--- config.mk ---
export PLATFORM = sky130hd
export DESIGN_NAME = pgbus_seq
export DESIGN_NICKNAME = d
export VERILOG_FILES = /design/src/rtl/pgbus_pkg.sv /design/src/rtl/pgbus_page_tracker.sv /design/src/rtl/pgbus_phase_ctr.sv /design/src/rtl/pgbus_seq.sv
export SDC_FILE = /design/constraint.sdc
export NUM_CORES = 1
export LEC_CHECK = 0
export ABC_AREA = 1
export BUFFER_PORTS_ARGS = -buffer_cell sky130_fd_sc_hd__buf_4
export CORE_ASPECT_RATIO = 0.7
export CORE_MARGIN = 2
export CORE_UTILIZATION = 50
export DETAILED_ROUTE_END_ITERATION = 6
export PLACE_DENSITY = 0.74
export SKIP_LAST_GASP = 1
export SYNTH_ARGS = -nofsm -noshare
export SYNTH_HDL_FRONTEND = slang
export SYNTH_SLANG_ARGS = --single-unit
--- constraint.sdc ---
create_clock -name clk -period 4.4 [get_ports clk]
set_input_delay 0.88 -clock clk [delete_from_list [all_inputs] [get_ports clk]]
set_output_delay 0.88 -clock clk [all_outputs]
set_load 0.03 [all_outputs]
--- src/rtl/pgbus_pkg.sv ---
package pgbus_pkg;

  localparam int CODE_W       = 3;
  localparam int STRETCH_CLKS = 4;

  typedef enum logic [1:0] {
    K_FETCH = 2'd0,
    K_READ  = 2'd1,
    K_WRITE = 2'd2
  } acc_kind_e;

  // Stretch machine cycles: the upper half of the code range jumps by three.
  function automatic int stretch_cycles(input logic [CODE_W-1:0] code);
    return code[CODE_W-1] ? int'(code) + 3 : int'(code);
  endfunction

  // Strobe width in system clocks: one clock at code zero, else one short
  // of a whole number of stretch cycles.
  function automatic int strobe_clocks(input logic [CODE_W-1:0] code);
    return (code == '0) ? 1 : STRETCH_CLKS * int'(code) - 1;
  endfunction

endpackage

--- src/rtl/pgbus_page_tracker.sv ---
module pgbus_page_tracker #(
  parameter int PAGE_W = 8
) (
  input  logic              clk,
  input  logic              rst_n,
  input  logic              update_i,
  input  logic [PAGE_W-1:0] page_i,
  output logic              hit_o
);

  logic              valid_q;
  logic [PAGE_W-1:0] page_q;

  always_ff @(posedge clk) begin
    if (!rst_n) begin
      valid_q <= 1'b0;
      page_q  <= '0;
    end else if (update_i) begin
      valid_q <= 1'b1;
      page_q  <= page_i;
    end
  end

  assign hit_o = valid_q && (page_q == page_i);

endmodule

--- src/rtl/pgbus_phase_ctr.sv ---
module pgbus_phase_ctr #(
  parameter int CNT_W = 6
) (
  input  logic             clk,
  input  logic             rst_n,
  input  logic             load_i,
  input  logic [CNT_W-1:0] len_i,
  output logic [CNT_W-1:0] rem_o,
  output logic [CNT_W-1:0] elapsed_o,
  output logic             active_o,
  output logic             last_o
);

  logic [CNT_W-1:0] rem_q;
  logic [CNT_W-1:0] el_q;

  always_ff @(posedge clk) begin
    if (!rst_n) begin
      rem_q <= '0;
      el_q  <= '0;
    end else if (load_i) begin
      rem_q <= len_i;
      el_q  <= '0;
    end else if (rem_q != '0) begin
      rem_q <= rem_q - CNT_W'(1);
      el_q  <= el_q + CNT_W'(1);
    end
  end

  assign rem_o     = rem_q;
  assign elapsed_o = el_q;
  assign active_o  = (rem_q != '0);
  assign last_o    = (rem_q == CNT_W'(1));

endmodule

--- src/rtl/pgbus_seq.sv ---
module pgbus_seq
  import pgbus_pkg::*;
#(
  parameter int DATA_W       = 8,
  parameter int MISS_PHASES  = 4,
  parameter int HIT_PHASES   = 2,
  parameter int ADDR_PHASES  = 2,
  parameter int FETCH_STROBE = 2
) (
  input  logic                  clk,
  input  logic                  rst_n,
  input  logic                  req_i,
  input  logic                  req_data_i,
  input  logic                  req_write_i,
  input  logic [2*DATA_W-1:0]   req_addr_i,
  input  logic [DATA_W-1:0]     req_wdata_i,
  input  logic [CODE_W-1:0]     req_code_i,
  input  logic [DATA_W-1:0]     bus_in_i,
  output logic                  ready_o,
  output logic                  done_o,
  output logic [DATA_W-1:0]     rdata_o,
  output logic                  ale_o,
  output logic                  psen_n_o,
  output logic                  rd_n_o,
  output logic                  wr_n_o,
  output logic [DATA_W-1:0]     lo_port_o,
  output logic [DATA_W-1:0]     hi_port_o,
  output logic                  hi_oe_o
);

  localparam int ADDR_W  = 2 * DATA_W;
  localparam int MAX_LEN = MISS_PHASES + STRETCH_CLKS * stretch_cycles('1);
  localparam int CNT_W   = $clog2(MAX_LEN + 1);

  // Named internal events, also used by the bound checker.
  logic              accept;
  logic              busy;
  logic              last;
  logic              hit_now;
  logic              strobe_on;
  logic              addr_phase;

  acc_kind_e         kind_now, kind_q;
  logic              hit_q;
  logic [ADDR_W-1:0] addr_q;
  logic [DATA_W-1:0] wdata_q, rdata_q;
  logic [CODE_W-1:0] code_q;
  logic [CNT_W-1:0]  len_now, width_cur, rem, elapsed;

  assign accept   = req_i && !busy;
  assign kind_now = !req_data_i ? K_FETCH : (req_write_i ? K_WRITE : K_READ);

  pgbus_page_tracker #(.PAGE_W(DATA_W)) page_i (
    .clk      (clk),
    .rst_n    (rst_n),
    .update_i (accept),
    .page_i   (req_addr_i[ADDR_W-1:DATA_W]),
    .hit_o    (hit_now)
  );

  assign len_now = CNT_W'((hit_now ? HIT_PHASES : MISS_PHASES)
                   + ((kind_now == K_FETCH) ? 0
                      : STRETCH_CLKS * stretch_cycles(req_code_i)));

  pgbus_phase_ctr #(.CNT_W(CNT_W)) ctr_i (
    .clk       (clk),
    .rst_n     (rst_n),
    .load_i    (accept),
    .len_i     (len_now),
    .rem_o     (rem),
    .elapsed_o (elapsed),
    .active_o  (busy),
    .last_o    (last)
  );

  always_ff @(posedge clk) begin
    if (!rst_n) begin
      kind_q  <= K_FETCH;
      hit_q   <= 1'b0;
      addr_q  <= '0;
      wdata_q <= '0;
      code_q  <= '0;
    end else if (accept) begin
      kind_q  <= kind_now;
      hit_q   <= hit_now;
      addr_q  <= req_addr_i;
      wdata_q <= req_wdata_i;
      code_q  <= req_code_i;
    end
  end

  always_ff @(posedge clk) begin
    if (!rst_n) begin
      rdata_q <= '0;
    end else if (last && kind_q != K_WRITE) begin
      rdata_q <= bus_in_i;
    end
  end

  // Strobe width follows the frozen code; fetches use a fixed width.
  assign width_cur  = (kind_q == K_FETCH) ? CNT_W'(FETCH_STROBE)
                                          : CNT_W'(strobe_clocks(code_q));
  assign strobe_on  = busy && (rem <= width_cur);
  assign addr_phase = busy && !hit_q && (elapsed < CNT_W'(ADDR_PHASES));

  assign ready_o   = !busy;
  assign done_o    = last;
  assign rdata_o   = rdata_q;
  assign ale_o     = busy && !hit_q && (elapsed == '0);
  assign psen_n_o  = !(strobe_on && kind_q == K_FETCH);
  assign rd_n_o    = !(strobe_on && kind_q == K_READ);
  assign wr_n_o    = !(strobe_on && kind_q == K_WRITE);
  assign lo_port_o = addr_q[DATA_W-1:0];
  assign hi_port_o = addr_phase ? addr_q[ADDR_W-1:DATA_W] : wdata_q;
  assign hi_oe_o   = addr_phase || (busy && kind_q == K_WRITE);

endmodule

==> metrics.txt <==
# TYPE chip_impl_metric gauge
chip_impl_info{name="outcome",value="finished clean"} 1
chip_impl_metric{name="timing.critical_path.fanout_max",unit=""} 18
chip_impl_metric{name="number_of_search_and_repair_iterations_in_the_first_detailed_routing_pass",unit=""} 5
chip_impl_info{name="min-delay-path-class",value="reg2reg"} 1
chip_impl_info{name="cpMaxStageDelayCell",value="sky130_fd_sc_hd__dfxtp_1"} 1
chip_impl_info{name="critPathTopFamily",value="buffers and inverters"} 1
chip_impl_metric{name="yosys_register_bits",unit=""} 51
chip_impl_metric{name="cts_num_sinks",unit=""} 51
chip_impl_metric{name="grt.overflow.total",unit=""} 0
chip_impl_info{name="cts_root_buf",value="sky130_fd_sc_hd__clkbuf_8"} 1
chip_impl_info{name="critPathKind",value="reg2out"} 1
chip_impl_metric{name="placed_cells",unit=""} 505
chip_impl_metric{name="buffers_inserted_by_post_cts_timing_repair",unit=""} 0
chip_impl_metric{name="globalRouteTotalUtil",unit="%"} 21.2
chip_impl_metric{name="first_iter_violations",unit=""} 119
chip_impl_metric{name="setup-violations-final",unit=""} 0
chip_impl_metric{name="dpl.hpwl",unit="um"} 4750
chip_impl_info{name="worst_setup_path_end_kind",value="output port"} 1
chip_impl_metric{name="worst_slack",unit="ns"} 1.32
chip_impl_metric{name="dieHeight",unit="um"} 65.5
chip_impl_metric{name="areaGrowthSynthToFinish",unit="%"} 21.8
chip_impl_metric{name="ir_drop",unit="V"} 0.000286
chip_impl_metric{name="synth.avg_cell_area",unit="sq um"} 7.13
chip_impl_metric{name="antenna_violations_before_repair",unit=""} 0
chip_impl_metric{name="grt_pass1_wl",unit="um"} 10100
chip_impl_metric{name="design.core.area",unit="sq mm"} 0.00523
chip_impl_metric{name="route.antenna.remaining_nets",unit=""} 0
chip_impl_metric{name="die_area",unit="sq mm"} 0.00602
chip_impl_metric{name="finalSetupTns",unit="ns"} 0
chip_impl_metric{name="hold_depth",unit=""} 2
chip_impl_metric{name="globalplace.congestion",unit=""} 0.914
chip_impl_metric{name="cp.depth",unit=""} 6
chip_impl_metric{name="timing.final.hold_violations",unit=""} 0
chip_impl_info{name="crit_path_cell_trace",value="inv_1 -> ha_1 -> nand3_4 -> clkinv_1 -> o21ai_0 -> buf_4"} 1
chip_impl_metric{name="drcViolationCount",unit=""} 0
chip_impl_info{name="dominantRegCellSynth",value="sky130_fd_sc_hd__dfxtp_1"} 1
chip_impl_metric{name="cp.arrival",unit="ns"} 2.20
chip_impl_metric{name="cap_violations",unit=""} 0
chip_impl_metric{name="synth.lib_cells_used.distinct",unit=""} 36
chip_impl_metric{name="n_fill_cell",unit=""} 484
chip_impl_metric{name="critical_path_required",unit="ns"} 3.52
chip_impl_metric{name="final_net_count",unit=""} 493
chip_impl_metric{name="final.setup_skew",unit="ns"} 0.00616
chip_impl_metric{name="cts.repair.resized",unit=""} 0
chip_impl_metric{name="std_cell_rows",unit=""} 22
chip_impl_metric{name="portion_of_the_post_synthesis_area_used_by_sequential_elements",unit="%"} 37.8
chip_impl_metric{name="maxClockFrequency",unit="GHz"} 0.325
chip_impl_metric{name="detail_route.wl_per_cell",unit="um"} 12.2
chip_impl_metric{name="avgViaCountPerCell",unit=""} 4.83
chip_impl_info{name="cp-start-kind",value="register"} 1
chip_impl_metric{name="setup.reg_to_reg.worst_slack",unit="ns"} 2.51
chip_impl_metric{name="mappedNetlistArea",unit="sq mm"} 0.00270
chip_impl_metric{name="count_of_flip_flops_with_a_built_in_enable_after_synthesis",unit=""} 0
chip_impl_metric{name="final_design_instance_area_without_fill",unit="sq mm"} 0.00329
chip_impl_metric{name="clk_latency",unit="ns"} 0.31
chip_impl_metric{name="grt_max_degree",unit=""} 21
chip_impl_info{name="tritoncts",value="built"} 1
chip_impl_metric{name="finalCritPeriodShare",unit="%"} 70.0
chip_impl_metric{name="cts_htree_levels",unit=""} 2
chip_impl_metric{name="wirelength",unit="um"} 6220
chip_impl_metric{name="p_per_area",unit="mW/mm^2"} 614
chip_impl_metric{name="path_clk_slew",unit="ns"} 0.09
chip_impl_metric{name="preCtsSetupSlack",unit="ns"} 1.68
chip_impl_metric{name="final_max_slew_viol_count",unit=""} 0
chip_impl_metric{name="r2r_cells",unit=""} 6
chip_impl_metric{name="cts_made_buffers",unit=""} 5
chip_impl_metric{name="synth_async_sr_flop_share",unit="%"} 0
chip_impl_metric{name="fin_cells",unit=""} 512
chip_impl_metric{name="dieWidth",unit="um"} 91.9
chip_impl_metric{name="placed_area",unit="sq mm"} 0.00319
chip_impl_info{name="grt_setup_unrepaired",value="no"} 1
chip_impl_metric{name="critical_path_buf_inv_count",unit=""} 3
chip_impl_metric{name="synth-warning-count",unit=""} 0
chip_impl_metric{name="vias",unit=""} 2473
chip_impl_metric{name="p_leak",unit="nW"} 1.63
chip_impl_metric{name="io_buffers",unit=""} 70
chip_impl_metric{name="initial_core_util",unit="%"} 51.7
chip_impl_metric{name="post_route_cells_drive_above_1_share",unit="%"} 20.9
chip_impl_metric{name="maximum_single_stage_delay_on_the_critical_path",unit="ns"} 0.39
chip_impl_metric{name="synthCells",unit=""} 379
chip_impl_metric{name="syn-num-nets",unit=""} 432
chip_impl_metric{name="ioPinCount",unit=""} 71
chip_impl_metric{name="finalCriticalPeriod",unit="ns"} 3.08
chip_impl_metric{name="grt_pass1_vias",unit=""} 2300
chip_impl_metric{name="cts-hold-fix-buffers",unit=""} 0
chip_impl_metric{name="n_antenna_cell",unit=""} 0
chip_impl_metric{name="totalPowerFinal",unit="mW"} 2.02
chip_impl_metric{name="cts_max_path_buffers",unit=""} 2
cells by family after synthesis:
group,synth area share (%)
simple gates,33.3
buf+inv,11.3
flops,37.8
compound gates,10.2
fa+ha+maj,6.02
xor+xnor,1.30
other cells,0.139
cells in the final DEF, fill, tap and decap left out, drive strengths merged, types with 2 or more instances in the layout:
| master | netlist | final |
|---|---|---|
| a21oi | 13 | 13 |
| buf | 15 | 70 |
| clkbuf | 1 | 6 |
| dfxtp | 51 | 51 |
| ha | 13 | 13 |
| inv | 45 | 45 |
| nand2 | 121 | 121 |
| nand3 | 23 | 23 |
| nand3b | 2 | 2 |
| nand4 | 5 | 5 |
| nor2 | 44 | 44 |
| o21ai | 25 | 25 |
| o22ai | 9 | 9 |
| xnor2 | 2 | 2 |
| xor2 | 2 | 2 |
per-stage QoR:
stage | hold WS, ns | util [%]
3_3_place_gp | 0.428 | 61.0
3_5_place_dp | 0.433 | 61.0
5_1_grt | 0.474 | 62.9
2_1_floorplan | 0.419 | -
4_1_cts | 0.452 | 62.9
6_report | 0.451 | 62.9
state kept, by name (all words and copies together) (netlist names):
name / cells
hit_q: 1
rdata_o: 8
code_q: 3
addr_q: 8
kind_q: 2
ctr_i.rem_o: 6
ctr_i.elapsed_o: 6
page_i.page_q: 8
wdata_q: 8
page_i.valid_q: 1
layer usage:
| layer | routed length [um] | track usage (%) | up-vias |
|---|---|---|---|
| met2 | 2770 | 34.5 | 68 |
| met1 | 3080 | 28.5 | 1088 |
| li1 | - | - | 1311 |
| met4 | 47 | 6.16 | 0 |
| met5 | 0 | 0 | - |
| met3 | 318 | 4.59 | 6 |
worst reg2reg max path: cells and delay by family (launching register included):
kind | cells | cell delay (ns)
and+or+nand+nor | 3 | 0.73
adders and majority gates | 1 | 0.36
DFF | 1 | 0.35
AOI/OAI and AO/OA | 1 | 0.21
buffers and inverters | 1 | 0.16
path summary, 6_finish.rpt:
check / startpoint / end
worst max register to register: ctr_i.rem_o[0] / page_i.page_q[0]
worst min register to register: wdata_q[3] / wdata_q[3]
worst min-delay path: wdata_q[3] / wdata_q[3]
worst max-delay path: ctr_i.rem_o[0] / hi_oe_o
synth_stat cells (2+ instances only):
cell type	number	area share, %
sky130_fd_sc_hd__nand3_1	22	4.1
sky130_fd_sc_hd__nand4_1	4	0.93
sky130_fd_sc_hd__o22ai_1	9	2.1
sky130_fd_sc_hd__nor2_1	39	5.4
sky130_fd_sc_hd__a21oi_1	13	2.4
sky130_fd_sc_hd__xor2_1	2	0.65
sky130_fd_sc_hd__buf_6	3	1.2
sky130_fd_sc_hd__dfxtp_1	51	38
sky130_fd_sc_hd__buf_4	9	2.5
sky130_fd_sc_hd__nor2_4	4	1.7
sky130_fd_sc_hd__buf_2	2	0.37
sky130_fd_sc_hd__xnor2_1	2	0.65
sky130_fd_sc_hd__nand2_1	117	16
sky130_fd_sc_hd__nand2_2	3	0.69
sky130_fd_sc_hd__o21ai_2	2	0.65
sky130_fd_sc_hd__ha_1	13	6.0
sky130_fd_sc_hd__o21ai_1	7	1.3
sky130_fd_sc_hd__inv_1	44	6.1
sky130_fd_sc_hd__o21ai_0	16	3.0
power by group:
part	switching (mW)	total (mW)	internal (mW)
Clock	0.153	0.320	0.167
Combinational	0.685	1.04	0.356
Sequential	0.0861	0.661	0.575
layout make-up:
type                       count  area (sq um)  share of cell area [%]
inverter                      46           175                    5.32
clock buffer                   6          72.6                    2.21
multi-input combinational    266          1380                    41.8
tap                           72          90.1                    2.74
timing repair buffer          70           526                    16.0
clock inverter                 1          30.0                   0.913
sequential                    51          1020                    31.0
Power figures use the tool's default switching activity.
